File: src/rtl/i2cEndPkg.sv
package i2cEndPkg;
  typedef enum logic [2:0] {
    ST_IDLE,
    ST_XFER,
    ST_PEC,
    ST_RELOAD,
    ST_TC
  } seqState_t;

  typedef struct packed {
    logic load;
    logic dec;
    logic clr;
  } cntCmd_t;
endpackage

File: src/rtl/i2cEndCounter.sv
module i2cEndCounter
  import i2cEndPkg::*;
#(
  parameter int CNT_W = 8
) (
  input  logic             clk,
  input  logic             rstN,
  input  cntCmd_t          cmd,
  input  logic [CNT_W-1:0] loadVal,
  output logic [CNT_W-1:0] count,
  output logic             cntLast
);
  localparam logic [CNT_W-1:0] ONE = CNT_W'(1);

  always_ff @(posedge clk or negedge rstN) begin
    if (!rstN)                          count <= '0;
    else if (cmd.clr)                   count <= '0;
    else if (cmd.load)                  count <= loadVal;
    else if (cmd.dec && count != '0)    count <= count - ONE;
  end

  assign cntLast = (count == ONE);
endmodule

File: src/rtl/i2cEndControl.sv
module i2cEndControl
  import i2cEndPkg::*;
(
  input  logic      clk,
  input  logic      rstN,
  input  logic      enable,
  input  logic      swStart,
  input  logic      swStop,
  input  logic      byteDone,
  input  logic      reloadLoad,
  input  logic      cfgReload,
  input  logic      cfgAutoEnd,
  input  logic      cfgPec,
  input  logic      countNonZero,
  input  logic      cntLast,
  output cntCmd_t   cmd,
  output seqState_t state,
  output logic      busStart,
  output logic      busStop
);
  seqState_t nextState;
  logic startPend, pendNext, startNow, stopNow, doEnd;

  always_comb begin
    nextState = state;
    cmd       = '0;
    pendNext  = startPend;
    startNow  = 1'b0;
    stopNow   = 1'b0;
    doEnd     = 1'b0;
    if (!enable) begin
      nextState = ST_IDLE;
      cmd.clr   = 1'b1;
      pendNext  = 1'b0;
    end else begin
      case (state)
        ST_IDLE: begin
          if (swStart && countNonZero) begin
            cmd.load  = 1'b1;
            startNow  = 1'b1;
            nextState = ST_XFER;
          end
        end
        ST_XFER: begin
          if (swStart) pendNext = 1'b1;
          if (byteDone) begin
            cmd.dec = 1'b1;
            if (cntLast) begin
              if (cfgReload)   nextState = ST_RELOAD;
              else if (cfgPec) nextState = ST_PEC;
              else             doEnd = 1'b1;
            end
          end
        end
        ST_PEC: begin
          if (swStart) pendNext = 1'b1;
          if (byteDone) doEnd = 1'b1;
        end
        ST_RELOAD: begin
          if (swStart) pendNext = 1'b1;
          if (reloadLoad && countNonZero) begin
            cmd.load  = 1'b1;
            nextState = ST_XFER;
          end
        end
        ST_TC: begin
          if (swStart && countNonZero) begin
            cmd.load  = 1'b1;
            startNow  = 1'b1;
            nextState = ST_XFER;
          end else if (swStop) begin
            stopNow   = 1'b1;
            cmd.clr   = 1'b1;
            nextState = ST_IDLE;
          end
        end
        default: nextState = ST_IDLE;
      endcase
      if (doEnd) begin
        if (cfgAutoEnd) begin
          stopNow   = 1'b1;
          nextState = ST_IDLE;
        end else if (pendNext && countNonZero) begin
          cmd.load  = 1'b1;
          startNow  = 1'b1;
          nextState = ST_XFER;
        end else begin
          nextState = ST_TC;
        end
      end
      if (startNow || stopNow) pendNext = 1'b0;
    end
  end

  always_ff @(posedge clk or negedge rstN) begin
    if (!rstN) begin
      state     <= ST_IDLE;
      startPend <= 1'b0;
      busStart  <= 1'b0;
      busStop   <= 1'b0;
    end else begin
      state     <= nextState;
      startPend <= pendNext;
      busStart  <= startNow;
      busStop   <= stopNow;
    end
  end
endmodule

File: src/rtl/i2cEndSeq.sv
module i2cEndSeq
  import i2cEndPkg::*;
#(
  parameter int CNT_W = 8
) (
  input  logic             clk,
  input  logic             rstN,
  input  logic             enable,
  input  logic             swStart,
  input  logic             swStop,
  input  logic             swNack,
  input  logic             cfgRead,
  input  logic             cfgReload,
  input  logic             cfgAutoEnd,
  input  logic             cfgPec,
  input  logic [CNT_W-1:0] cfgCount,
  input  logic             byteDone,
  input  logic             reloadLoad,
  output logic             busStart,
  output logic             busStop,
  output logic             stallReq,
  output logic             tcFlag,
  output logic             pecPhase,
  output logic             busy,
  output logic             ackOut,
  output logic [CNT_W-1:0] remCount
);
  cntCmd_t   cmd;
  seqState_t state;
  logic      cntLast, lastRx, rxByte;

  i2cEndCounter #(.CNT_W(CNT_W)) uCounter (
    .clk(clk), .rstN(rstN), .cmd(cmd), .loadVal(cfgCount),
    .count(remCount), .cntLast(cntLast)
  );

  i2cEndControl uControl (
    .clk(clk), .rstN(rstN), .enable(enable), .swStart(swStart),
    .swStop(swStop), .byteDone(byteDone), .reloadLoad(reloadLoad),
    .cfgReload(cfgReload), .cfgAutoEnd(cfgAutoEnd), .cfgPec(cfgPec),
    .countNonZero(cfgCount != '0), .cntLast(cntLast), .cmd(cmd),
    .state(state), .busStart(busStart), .busStop(busStop)
  );

  assign stallReq = (state == ST_RELOAD);
  assign tcFlag   = (state == ST_TC);
  assign pecPhase = (state == ST_PEC);
  assign busy     = (state != ST_IDLE);
  assign rxByte   = (state == ST_XFER) || (state == ST_PEC);
  assign lastRx   = (state == ST_PEC) ||
                    ((state == ST_XFER) && cntLast && !cfgReload && !cfgPec);
  assign ackOut   = cfgRead && rxByte && !lastRx && !swNack;
endmodule

File: config.mk
export PLATFORM = sky130hd
export DESIGN_NAME = i2cEndSeq
export DESIGN_NICKNAME = d
export VERILOG_FILES = /design/src/rtl/i2cEndPkg.sv /design/src/rtl/i2cEndCounter.sv /design/src/rtl/i2cEndControl.sv /design/src/rtl/i2cEndSeq.sv
export SDC_FILE = /design/constraint.sdc
export NUM_CORES = 1
export LEC_CHECK = 0
export CAP_MARGIN = 20
export CORE_MARGIN = 2
export CORE_UTILIZATION = 40
export CTS_CLUSTER_SIZE = 30
export DETAILED_ROUTE_END_ITERATION = 10
export DONT_BUFFER_PORTS = 1
export GPL_TIMING_DRIVEN = 0
export PLACE_DENSITY_LB_ADDON = 0.15
export SLEW_MARGIN = 30
export SYNTH_ARGS = -nofsm -noshare
export SYNTH_HDL_FRONTEND = slang
export SYNTH_SLANG_ARGS = --single-unit
File: constraint.sdc
create_clock -name clk -period 2.1 [get_ports clk]
set_clock_uncertainty 0.15 [all_clocks]
set_input_delay 0.315 -clock clk [delete_from_list [all_inputs] [get_ports clk]]
set_output_delay 0.315 -clock clk [all_outputs]
set_load 0.02 [all_outputs]
Word level (Yosys, flattened, before mapping)
Cells that the tools add are included.
Widths: inputs -> output; s select.
{"block": "word_totals", "reg_bits": 14, "input_bits": 20, "elab_cells": 93}
{"block": "classes", "addsub": 1, "n_eq_ne": 12, "mux": 50, "reduce_logical": 25}
{"op": "$mux 3", "count": 12}
{"op": "$mux 1", "count": 31}
{"op": "$mux 8", "count": 3}
{"op": "$reduce_bool 8->1", "count": 2}
{"op": "$pmux 3 s5", "count": 1}
{"op": "$logic_and 1x1->1", "count": 10}
{"op": "$eq 8x1->1 const B", "count": 1}
{"op": "$ne 4x2->1 const B", "count": 2}
{"op": "$ne 4x3->1 const B", "count": 2}
{"op": "$sub 8x1->8 const B", "count": 1}
{"op": "$reduce_and 7->1", "count": 1}
{"op": "$eq 3x2->1 const B", "count": 2}
{"op": "$reduce_bool 3->1", "count": 2}
{"op": "$ne 5x3->1 const B", "count": 1}
{"op": "$ne 5x4->1 const B", "count": 1}
{"op": "$logic_not 1->1", "count": 4}
{"op": "$pmux 1 s2", "count": 2}
{"op": "$eq 3x1->1 const B", "count": 1}
{"op": "$eq 3x3->1 const B", "count": 1}
{"op": "$logic_not 3->1", "count": 1}
{"op": "$logic_or 1x1->1", "count": 3}
{"op": "$ne 3x2->1 const B", "count": 1}
{"op": "$reduce_or 3->1", "count": 1}
{"op": "$mux 2", "count": 1}
{"op": "$reduce_or 2->1", "count": 1}

Longest topological paths before layout
Gate-level depths: netlist of the first run.
{"block": "depth", "depth_word": 13, "mapped_depth": 8, "ltp_nobuf": 7}

Cells and area by module
From an unflattened synthesis of the first run, not the netlist that was laid out.
{"block": "hier_totals", "hier_cells": 122, "area_unflattened_um2": 1129.8}
{"module": "i2cEndCounter", "n_inst": 1, "cells_each": 63, "area_per_inst_um2": 565.5}
{"module": "i2cEndControl", "n_inst": 1, "cells_each": 49, "area_per_inst_um2": 489.2}
{"module": "i2cEndSeq", "n_inst": 1, "cells_each": 10, "area_per_inst_um2": 75.1}

Least setup slack after synthesis of the first run
Ideal clock, no wire load.
{"block": "synth_path", "path_type": "flip-flop to flip-flop", "startpoint": "register uControl.state[2]", "endpoint": "register uCounter.count[0]", "setup_time_ns": 0.125, "arrival_time_ns": 2.203, "path_slack_ns": -0.378, "path_stages_with_launch": 8, "path_buffers": 2, "period_less_slack_ns": 2.478, "cell_sequence": "dfrtp_1 -> buf_6 -> nor3b_1 -> nand2_1 -> a211o_2 -> a21o_1 -> buf_6 -> mux2_4"}
{"block": "synth_between", "elab_chain_len": 11}
{"item": "from (decl)", "line": "i2cEndControl.sv:17", "source": "output seqState_t state,"}
{"item": "from (signal assigned)", "line": "i2cEndControl.sv:102", "source": "state <= nextState;"}
{"item": "$eq 3x2->1 *"}
{"item": "named net pecPhase", "line": "i2cEndSeq.sv:23", "source": "output logic pecPhase,"}
{"item": "$reduce_or 3->1 (no line)"}
{"item": "$mux 1"}
{"item": "$mux 1", "line": "i2cEndControl.sv:31", "source": "if (!enable) begin"}
{"item": "$logic_and 1x1->1", "line": "i2cEndControl.sv:83", "source": "end else if (pendNext && countNonZero) begin"}
{"item": "$mux 1", "line": "i2cEndControl.sv:83"}
{"item": "$mux 1", "line": "i2cEndControl.sv:80", "source": "if (cfgAutoEnd) begin"}
{"item": "$mux 1 *", "line": "i2cEndControl.sv:79", "source": "if (doEnd) begin"}
{"item": "$mux 2 *", "line": "i2cEndControl.sv:31"}
{"item": "$mux 8", "line": "i2cEndCounter.sv:18", "source": "else if (cmd.load) count <= loadVal;"}
{"item": "$mux 8", "line": "i2cEndCounter.sv:17", "source": "else if (cmd.clr) count <= '0;"}
{"item": "to (signal assigned)", "line": "i2cEndCounter.sv:18"}
{"item": "to (signal assigned)", "line": "i2cEndCounter.sv:19", "source": "else if (cmd.dec && count != '0) count <= count - ONE;"}
{"item": "to (decl)", "line": "i2cEndCounter.sv:10", "source": "output logic [CNT_W-1:0] count,"}
Mark *: on every way through the listed nets, which the timed path passes. The rest lies on a longest branch. The select of a mux whose other input is x is not followed.
A chain may end at the register's enable or synchronous reset.

Worst setup path in the final report of the first run
{"block": "layout_path", "startpoint": "register uCounter.count[0]", "endpoint": "register uCounter.count[3]"}
{"block": "layout_between", "elab_chain_len": 9}
{"item": "$eq 8x1->1", "line": "i2cEndCounter.sv:22", "source": "assign cntLast = (count == ONE);"}
{"item": "$mux 1", "line": "i2cEndControl.sv:48", "source": "if (cntLast) begin"}
{"item": "$mux 1", "line": "i2cEndControl.sv:46", "source": "if (byteDone) begin"}
{"item": "$pmux 1 s2", "line": "i2cEndControl.sv:36", "source": "case (state)"}
{"item": "$mux 1", "line": "i2cEndControl.sv:31"}
{"item": "$mux 1", "line": "i2cEndControl.sv:79"}
{"item": "$mux 2", "line": "i2cEndControl.sv:31"}
{"item": "$mux 8", "line": "i2cEndCounter.sv:18"}
{"item": "$mux 8", "line": "i2cEndCounter.sv:17"}
Several ways; a longest one is shown, not always the timed one. The select of a mux whose other input is x is not followed.

==> run_results.csv, run 1 <==
group,metric,value,unit
logic_synthesis,synth-simple-area-share,24.5,%
placed_design,routabilityCongestion,0.915,
finish,layout_common_cells,"nand2_1, nor2_1, dfrtp_1",
floorplanning,fp.coreArea,2690,um^2
critical_path,crit_type,"register to register",
finish,multiInputGateArea,823,um^2
detailed_routing,via_per_inst,6.07,
detailed_routing,drcViolationCount,0,
floorplanning,die_w,56.7,um
grt,grt_pass1_wl,4750,um
finish,num_antenna_cells,0,
job,max_cap_violations,0,
floorplanning,start_util,41.4,%
timing,fmax,423,MHz
detailed_routing,wl_per_cell,17.9,um
logic_synthesis,synthXorXnorAreaFrac,5.52,%
timing,setup_ws,-0.263,ns
detailed_routing,first_iter_violations,20,
timing,tns,-1.59,ns
timing,max_slew.worst_pin.slew,0.713,ns
grt,grtUsageTotal,19.0,%
timing,hold_slack,0.0162,ns
clocking,cts.sinks,14,
logic_synthesis,avgSynthCellArea,9.18,um^2
floorplanning,dieArea,3220,um^2
floorplanning,pin_count,35,
logic_synthesis,seq_area_frac_synth,31.5,%
timing,hold_viol_final,0,
logic_synthesis,synth_ff_type,"dfrtp_1",
finish,final_layout_size_suffix_gt1_share,34.1,%
critical_path,critPathRequiredTime,2.13,ns
finish,fillers,241,
pwr,power-per-cell-area,1170,nW/um^2
grt,grt_max_degree,15,
timing,period_needed,2.36,ns
detailed_routing,drt_pre_antenna_iters,4,
logic_synthesis,synth-seq-cells,14,
critical_path,slowest_delay,0.50,ns
clocking,clk_latency,0.29,ns
detailed_routing,vias,1007,
grt,overflow,0,
clocking,cts_tree,"done",
detailed_routing,wl,2980,um
logic_synthesis,yosys_warnings,0,
pwr,p_total,1.64,mW
critical_path,start_kind,"register",
critical_path,crit_fanout,4,
timing,finalSetupViolations,8,
pwr,p_leak,0.562,nW
clocking,clockBufferDepth,2,
critical_path,arrival,2.39,ns
placed_design,dp_hpwl,2100,um
logic_synthesis,synth.top_cell.area_share,31.5,%
logic_synthesis,synthAdderAreaFrac,3.38,%
finish,final_common_cell,"nand2_1",
finish,syn_to_final_growth,26.0,%
floorplanning,placementRows,19,
detailed_routing,antenna_left,0,
logic_synthesis,synth_area_leaders,"dfrtp_1, mux2_4, a211oi_1",
grt,antenna_found_initial,0,
critical_path,cp-end-kind,"register",
logic_synthesis,synth_nets,144,
run_status,violations,"negative setup slack",
critical_path,path_cells,"inv_2 -> ha_4 -> or4b_4 -> o211ai_1 -> buf_4 -> xor2_1 -> nor2_1 -> mux2_4",
clocking,htreeDepth,1,
logic_synthesis,syn_area,1110,um^2
logic_synthesis,synth_top_cell_by_area,"dfrtp_1",
floorplanning,die_h,56.7,um
clocking,clkTransAtPathRegs,0.10,ns
critical_path,slowest_stage,"dfrtp_2",
logic_synthesis,yosysUniqueCellTypes,43,
finish,seq_area,357,um^2
timing,min_period_over_period,113,%
logic_synthesis,synth_compound_area_share,21.6,%
logic_synthesis,synth_top_family_by_area,"simple AND/OR/NAND/NOR gates",
placed_design,io_buffers,0,
min_path,hold_path.class,"input pin to register",
timing,rsz0062_at_grt,"true",
grt,grt_pass1_vias,1007,
clocking,cts_root_buf,"clkbuf_4",
finish,final_util,52.1,%
timing,drv_slew,0,
clocking,cts-buffers-inserted,3,
finish,nets,159,
logic_synthesis,muxShareOfSynthArea,8.11,%
logic_synthesis,async_flop_share,100,%
timing,slew_headroom,52.3,%
logic_synthesis,synth_cells,121,
logic_synthesis,synth_edf_count,0,
pwr,irDropWorstVdd,0.833,mV
run_status,outcome,"finished with violations",
-- per-layer routing --
layer | vias up | track usage [%] | routed length [um]
met3 | 2 | 3.46 | 175
li1 | 480 | - | -
met2 | 31 | 30.9 | 1410
met4 | 0 | 6.12 | 17
met5 | - | 0 | 0
met1 | 494 | 25.2 | 1370
-- cells in the mapped netlist, types with 3 or more instances --
cell type,instances
nor2_1,10
a211oi_1,6
a21oi_1,5
nor3b_1,3
mux2i_1,3
and2_1,3
dfrtp_1,14
o21ai_0,3
inv_1,6
nor3_1,6
ha_1,3
xor2_1,3
mux2_4,4
xnor2_1,4
nand2_1,12
-- where the power goes --
group / internal (mW) / leakage, nW / switching (mW)
Clock: 0.105 / 0.0210 / 0.102
Sequential: 0.351 / 0.180 / 0.238
Combinational: 0.407 / 0.361 / 0.434
Total: 0.864 / 0.562 / 0.773
-- repair_timing --
| item | CTS | global route |
|---|---|---|
| endpoints found under the hold margin | 15 | 0 |
| setup endpoints to repair | 9 | 10 |
| gates cloned | 0 | 0 |
| buffers inserted | 4 | 5 |
| pin swaps | 3 | 11 |
| resized for setup | 8 | 15 |
| hold buffers | 2 | 0 |
-- cell families after synthesis --
kind of cell | Yosys count
buffers and inverters | 9
XOR/XNOR | 7
adder cells (fa/ha/maj) | 3
AND/OR/NAND/NOR | 48
AO/OA/AOI/OAI | 33
multiplexers | 7
flip-flops | 14
-- metrics by stage --
step,instance area [um^2],instances,setup WS [ns]
after CTS,1300,162,-0.230
after global routing,1400,166,-0.313
final,1400,166,-0.263
after global placement,1180,152,-0.341
after detailed placement,1180,152,-0.341
after floorplan,1140,121,-0.106
-- worst paths after layout --
path | startpoint | to | cells after the start | slack, ns
max in group asynchronous | rstN | uControl.state[0] | 1 | 0.94
hold reg to reg | uControl.state[2] | uControl.state[2] | 3 | 0.50
min in group asynchronous | rstN | uCounter.count[2] | 1 | 0.36
hold / removal | cfgCount[0] | uCounter.count[0] | 1 | 0.02
setup / recovery | uCounter.count[0] | uCounter.count[3] | 8 | -0.26
setup reg to reg | uCounter.count[0] | uCounter.count[3] | 8 | -0.26
-- flip-flops by register name, indices dropped and copies added (netlist names) --
register and cells:
uCounter.count 8, uControl.startPend 1, uControl.busStart 1, uControl.busStop 1, uControl.state 3
-- area by class of cell --
type	count	share of cell area, %
buffer	3	2.59
clock buffer	4	2.59
inverter	6	1.79
multi-input combinational	98	58.8
sequential	14	25.5
tap	31	2.77
timing repair buffer	10	5.99
-- worst max-delay path: cells and delay by family, from the launching register on --
| kind | cells | cell delay [ns] |
|---|---|---|
| AND/OR/NAND/NOR | 2 | 0.54 |
| flip-flops | 1 | 0.50 |
| buffers and inverters | 2 | 0.28 |
| multiplexers | 1 | 0.27 |
| AO/OA/AOI/OAI | 1 | 0.22 |
| XOR/XNOR | 1 | 0.14 |
| adder cells (fa/ha/maj) | 1 | 0.13 |
Note: power is estimated with default switching activity, not from simulation.
==> inputs of run 2 (changes only) <==
- ABC_AREA: default -> 1
- MAX_ROUTING_LAYER: default -> met4
==> run_results.csv, run 2 <==
group,metric,value,unit
critical_path,cp-end-kind,"register",
timing,finalSetupViolations,0,
finish,multiInputGateArea,785,um^2
timing,min_period_over_period,96.8,%
finish,seq_area,362,um^2
critical_path,rr_worst_depth,11,
detailed_routing,drt_pre_antenna_iters,4,
pwr,power-per-cell-area,1350,nW/um^2
placed_design,routabilityCongestion,0.925,
logic_synthesis,synth-seq-cells,14,
clocking,cts.sinks,14,
timing,setup_ws,0.0671,ns
logic_synthesis,async_flop_share,100,%
grt,grt_pass1_vias,1086,
min_path,min_path_cells,4,
timing,slew_headroom,60.4,%
critical_path,slowest_stage,"dfrtp_1",
pwr,seq_power_share,33.3,%
timing,drv_slew,0,
detailed_routing,first_iter_violations,59,
timing,rsz0062_at_grt,"true",
clocking,clk_latency,0.27,ns
critical_path,reg2reg_from,"uControl.state[1]",
logic_synthesis,seq_area_frac_synth,30.2,%
logic_synthesis,synth.top_cell.area_share,30.2,%
pwr,power_switching,0.996,mW
timing,max_slew.worst_pin.slew,0.592,ns
finish,reg_top3,"uCounter.count: 8 flops, uControl.state: 3 flops",
critical_path,cp-startpoint,"uControl.state[1]",
logic_synthesis,synth_ff_type,"dfrtp_1",
placed_design,dp_hpwl,2240,um
pwr,internal_power,0.889,mW
finish,layout_common_cells,"nand2_1, inv_1, nor2_1",
pwr,p_leak,0.713,nW
finish,syn_to_final_growth,20.8,%
placed_design,dp_slack,-0.180,ns
critical_path,path_cells,"nor2_1 -> nand2_2 -> nor2_2 -> nand3_2 -> nand2_4 -> inv_6 -> nand2_4 -> nand3_4 -> a21oi_4 -> nand2_1 -> nand2_1",
logic_synthesis,synth_area_leaders,"dfrtp_1, nand2_1, inv_1",
detailed_routing,via_per_inst,5.33,
clocking,cts_tree,"done",
clocking,cts-buffers-inserted,3,
clocking,clkTransAtPathRegs,0.07,ns
logic_synthesis,avgSynthCellArea,6.55,um^2
placed_design,dp.cells,208,
job,max_cap_violations,0,
critical_path,crit_type,"register to register",
logic_synthesis,synth.most_common_cell,"nand2_1",
detailed_routing,wl_per_cell,13.3,um
timing,hold_slack,0.121,ns
timing,period_needed,2.03,ns
floorplanning,fp.coreArea,2760,um^2
critical_path,critPathRequiredTime,2.16,ns
min_path,hold_path.class,"input pin to register",
floorplanning,dieArea,3350,um^2
grt,antenna_found_initial,0,
finish,final_layout_size_suffix_gt1_share,24.9,%
finish,final_util,50.8,%
grt,grt_max_degree,15,
pwr,irDropWorstVdd,0.888,mV
finish,largest_reg_flops,8,
finish,nets,214,
finish,final_common_cell,"nand2_1",
critical_path,r2r_setup_slack,0.07,ns
floorplanning,start_util,42.1,%
min_path,min_from,"cfgCount[3]",
floorplanning,pin_count,35,
clocking,htreeDepth,1,
timing,hold_viol_final,0,
run_status,outcome,"finished clean",
timing,fmax,492,MHz
floorplanning,placementRows,19,
pwr,p_comb_share,59.3,%
detailed_routing,wl,2930,um
pwr,p_sw_share,52.8,%
detailed_routing,drcViolationCount,0,
logic_synthesis,synth_nets,200,
grt,grt_pass1_wl,4620,um
finish,largest_register,"uCounter.count",
finish,num_antenna_cells,0,
critical_path,slowest_delay,0.43,ns
critical_path,arrival,2.09,ns
floorplanning,die_w,57.9,um
timing,tns,0,ns
clocking,cts_root_buf,"clkbuf_4",
logic_synthesis,synth_edf_count,0,
finish,fillers,269,
grt,overflow,0,
finish,final_cell_count_no_fill,220,
clocking,clockBufferDepth,2,
detailed_routing,antenna_left,0,
logic_synthesis,yosysUniqueCellTypes,26,
floorplanning,die_h,57.9,um
pwr,clkPwrFrac,7.4,%
detailed_routing,vias,1172,
logic_synthesis,yosys_warnings,0,
critical_path,start_kind,"register",
logic_synthesis,syn_area,1160,um^2
placed_design,io_buffers,0,
grt,grtUsageTotal,18.3,%
logic_synthesis,synth_top_cell_by_area,"dfrtp_1",
logic_synthesis,synth_common_cells,"nand2_1, inv_1, dfrtp_1, nor2_1, nand3_1",
critical_path,crit_fanout,8,
logic_synthesis,synth_cells,177,
==> run 2: path summary, 6_finish.rpt <==
path	to
max reg2reg	uCounter.count[1]
min in group asynchronous	uCounter.count[4]
max	uCounter.count[1]
max in group asynchronous	uControl.state[0]
min reg2reg	uControl.state[2]
min	uCounter.count[3]
==> run 2: kinds of logic (layout without fill, tap and decap cells) <==
family / Yosys count / after routing / share of synthesized area, %
compound gates: 11 / 11 / 6.58
xor+xnor: 6 / 6 / 4.53
buf+inv: 27 / 39 / 10.2
simple gates: 116 / 116 / 45.2
fa+ha+maj: 3 / 3 / 3.24
flops: 14 / 14 / 30.2
==> run 2: power groups by stage <==
stage	clock network (mW)	registers, mW	logic [mW]
CTS	0.146	0.607	1.01
global route	0.159	0.646	1.25
detailed placement	0	0.587	0.951
floorplan	0	0.556	0.801
finish	0.140	0.628	1.12
global placement	0	0.586	0.935
==> run 2: stage by stage <==
| step | total power [mW] | cell area (um^2) |
|---|---|---|
| after floorplan | 1.36 | 1170 |
| after detailed placement | 1.54 | 1200 |
| after global routing | 2.06 | 1400 |
| final | 1.89 | 1400 |
| after CTS | 1.76 | 1310 |
| after global placement | 1.52 | 1200 |
==> run 2: routing by layer <==
layer	part of all wire [%]	GRT usage (%)	wire length [um]	vias to the layer above
met5	0	-	0	-
met1	48	26.9	1420	535
met4	1.0	6.98	30	0
met3	8.0	2.90	235	6
li1	-	-	-	580
met2	42	25.0	1250	51
==> run 2: critical path: cells and delay by family (launching register included) <==
family,cells,cell delay (ns)
buffers and inverters,1,0.04
flip-flops,1,0.43
AO/OA/AOI/OAI,1,0.25
AND/OR/NAND/NOR,9,1.09
==> run 2: area by class of cell <==
type | instances | share of cell area, %
buffer | 1 | 0.804
clock buffer | 3 | 1.61
inverter | 25 | 7.05
multi-input combinational | 136 | 56.0
sequential | 14 | 25.8
tap | 31 | 2.77
timing repair buffer | 10 | 5.98
==> run 2: what timing repair did <==
action | CTS | global route
hold buffers | 2 | 0
resized for setup | 14 | 18
endpoints found under the setup margin | 9 | 9
buffers inserted | 2 | 6
hold endpoints to repair | 15 | 0
pin swaps | 1 | 9
==> inputs of run 3 (changes only) <==
--- a/config.mk
+++ b/config.mk
@@ -9,3 +9,2 @@
 export CAP_MARGIN = 20
-export CORE_MARGIN = 2
 export CORE_UTILIZATION = 40
@@ -17,2 +16,3 @@
 export PLACE_DENSITY_LB_ADDON = 0.15
+export SKIP_LAST_GASP = 1
 export SLEW_MARGIN = 30
==> constraint.sdc (replaced) <==
create_clock -name clk -period 2.1 [get_ports clk]
set_clock_uncertainty 0.15 [all_clocks]
set_input_delay 0.105 -clock clk [delete_from_list [all_inputs] [get_ports clk]]
set_output_delay 0.105 -clock clk [all_outputs]
set_load 0.02 [all_outputs]
==> run_results.csv, run 3 (synthesized netlist as in run 2, its figures left out) <==
group,metric,value,unit
run_status,outcome,"finished clean",
pwr,p_comb_share,57.5,%
finish,num_antenna_cells,0,
pwr,internal_power,0.947,mW
grt,antenna_found_initial,0,
clocking,htreeDepth,1,
critical_path,path_cells,"inv_2 -> ha_4 -> nand2_4 -> nor2_4 -> nand3_2 -> nand2_4 -> inv_4 -> nand2_4 -> nand3_4 -> and2_4 -> buf_6 -> nand2_1 -> nand2_1",
clocking,clkTransAtPathRegs,0.08,ns
pwr,clkPwrFrac,9.5,%
timing,fmax,507,MHz
floorplanning,die_h,55.9,um
critical_path,cp-startpoint,"uCounter.count[1]",
floorplanning,placementRows,19,
floorplanning,dieArea,3120,um^2
finish,largest_reg_flops,8,
timing,hold_viol_final,0,
min_path,hold_end,"uControl.startPend",
pwr,seq_power_share,33.1,%
critical_path,r2r_setup_slack,0.13,ns
detailed_routing,first_iter_violations,45,
floorplanning,die_w,55.9,um
timing,drv_slew,0,
critical_path,cpLargestDelayFamily,"simple AND/OR/NAND/NOR gates",
detailed_routing,vias,1197,
placed_design,dpl_cell_area,1200,um^2
clocking,cts_root_buf,"clkbuf_4",
floorplanning,fp.coreArea,2760,um^2
placed_design,io_buffers,0,
critical_path,rr_worst_depth,13,
min_path,min_path_cells,3,
critical_path,arrival,1.99,ns
job,max_cap_violations,0,
placed_design,dp_slack,-0.233,ns
pwr,power_switching,1.01,mW
detailed_routing,drcViolationCount,0,
critical_path,crit_fanout,8,
floorplanning,start_util,42.1,%
critical_path,slowest_stage,"dfrtp_2",
finish,seq_area,363,um^2
finish,syn_to_final_growth,32.0,%
pwr,p_sw_share,51.7,%
critical_path,start_kind,"register",
finish,fin_area,1530,um^2
finish,largest_register,"uCounter.count",
min_path,min_from,"swStart",
detailed_routing,wl_per_cell,13.2,um
timing,min_period_over_period,93.8,%
timing,slew_headroom,58.9,%
clocking,clk_latency,0.27,ns
timing,setup_ws,0.129,ns
finish,multiInputGateArea,796,um^2
finish,fillers,262,
timing,max_slew.worst_pin.slew,0.615,ns
critical_path,slowest_delay,0.48,ns
timing,rsz0062_at_grt,"true",
pwr,p_leak,0.763,nW
floorplanning,pin_count,35,
clocking,cts_tree,"done",
detailed_routing,antenna_left,0,
timing,hold_slack,0.0584,ns
timing,finalSetupViolations,0,
finish,reg_top3,"uCounter.count: 8 flops, uControl.state: 3 flops",
timing,period_needed,1.97,ns
min_path,hold_path.class,"input pin to register",
placed_design,routabilityCongestion,0.926,
critical_path,timing.critical_path.buf_inv,3,
grt,grt_max_degree,15,
pwr,power-per-cell-area,1280,nW/um^2
critical_path,reg2reg_from,"uCounter.count[1]",
critical_path,r2r_end,"uCounter.count[7]",
finish,final_common_cell,"nand2_1",
detailed_routing,drt_pre_antenna_iters,5,
finish,final_layout_size_suffix_gt1_share,26.0,%
finish,layout_common_cells,"nand2_1, inv_1, dlygate4sd3_1",
critical_path,crit_type,"register to register",
detailed_routing,via_per_inst,5.18,
clocking,cts-buffers-inserted,3,
placed_design,dp_hpwl,2160,um
pwr,irDropWorstVdd,0.980,mV
grt,grt_pass1_wl,4950,um
critical_path,critPathRequiredTime,2.11,ns
critical_path,cp_common_cell,"nand2_4",
grt,grt_pass1_vias,1145,
placed_design,dp.cells,208,
detailed_routing,wl,3050,um
finish,final_cell_count_no_fill,231,
grt,grtUsageTotal,20.6,%
critical_path,cp-end-kind,"register",
clocking,cts.sinks,14,
grt,overflow,0,
finish,nets,224,
clocking,clockBufferDepth,2,
## run 3: cell types whose count changed in the layout (fill, tap and decap cells not counted), sizes merged
| cell | previous run | this run |
|---|---|---|
| dlygate4sd3 | 2 | 13 |
| buf | 9 | 8 |
| clkbuf | 3 | 4 |
## run 3: metal layers
layer  track usage, %  wire [um]  up-vias
met5                -          0        -
met4             6.27         17        0
met3             4.19        249        2
met2             32.0       1440       57
met1             27.4       1340      541
li1                 -          -      597
## run 3: repair_timing
item                                    in CTS  in global routing
endpoints found under the setup margin       9                  8
hold endpoints to repair                    26                  0
gates resized for setup                     13                 24
pin swaps                                    0                 12
setup buffers                                2                  4
hold buffers                                13                  0
## run 3: worst max-delay path by stage
stage          slack, ns                 to  cells after the start
2_1_floorplan       0.06  uCounter.count[2]                     12
3_5_place_dp       -0.23  uCounter.count[4]                     12
6_report            0.13  uCounter.count[7]                     13
5_1_grt            -0.03  uCounter.count[4]                     12
3_3_place_gp       -0.21  uCounter.count[4]                     12
4_1_cts            0.008  uCounter.count[4]                     13
## run 3: power by group through the flow
stage                     sequential (mW)  combinational [mW]  clock [mW]
after floorplan                     0.556               0.796           0
after global placement              0.588               0.924           0
after detailed placement            0.591               0.937           0
after CTS                           0.606                1.01       0.194
after global routing                0.662                1.30       0.211
final                               0.649                1.13       0.186
## run 3: per-stage QoR
stage / util [%] / total power, mW / setup TNS (ns)
after floorplan: - / 1.35 / 0
after global placement: 43.5 / 1.51 / -1.42
after detailed placement: 43.5 / 1.53 / -1.69
after CTS: 51.5 / 1.81 / 0
after global routing: 55.5 / 2.17 / -0.0802
final: 55.5 / 1.96 / 0
## run 3: worst reg2reg max path, delay by kind of cell (launching register included)
kind                       cells  cell delay, ns
buffers and inverters          3            0.30
and+or+nand+nor                9            0.78
DFF                            1            0.48
adders and majority gates      1            0.14
## run 3: area by class of cell
type,count,area share [%]
buffer,2,1.47
clock buffer,4,2.37
timing repair buffer,19,11.7
sequential,14,23.7
multi-input combinational,136,52.0
tap,31,2.53
inverter,25,6.29
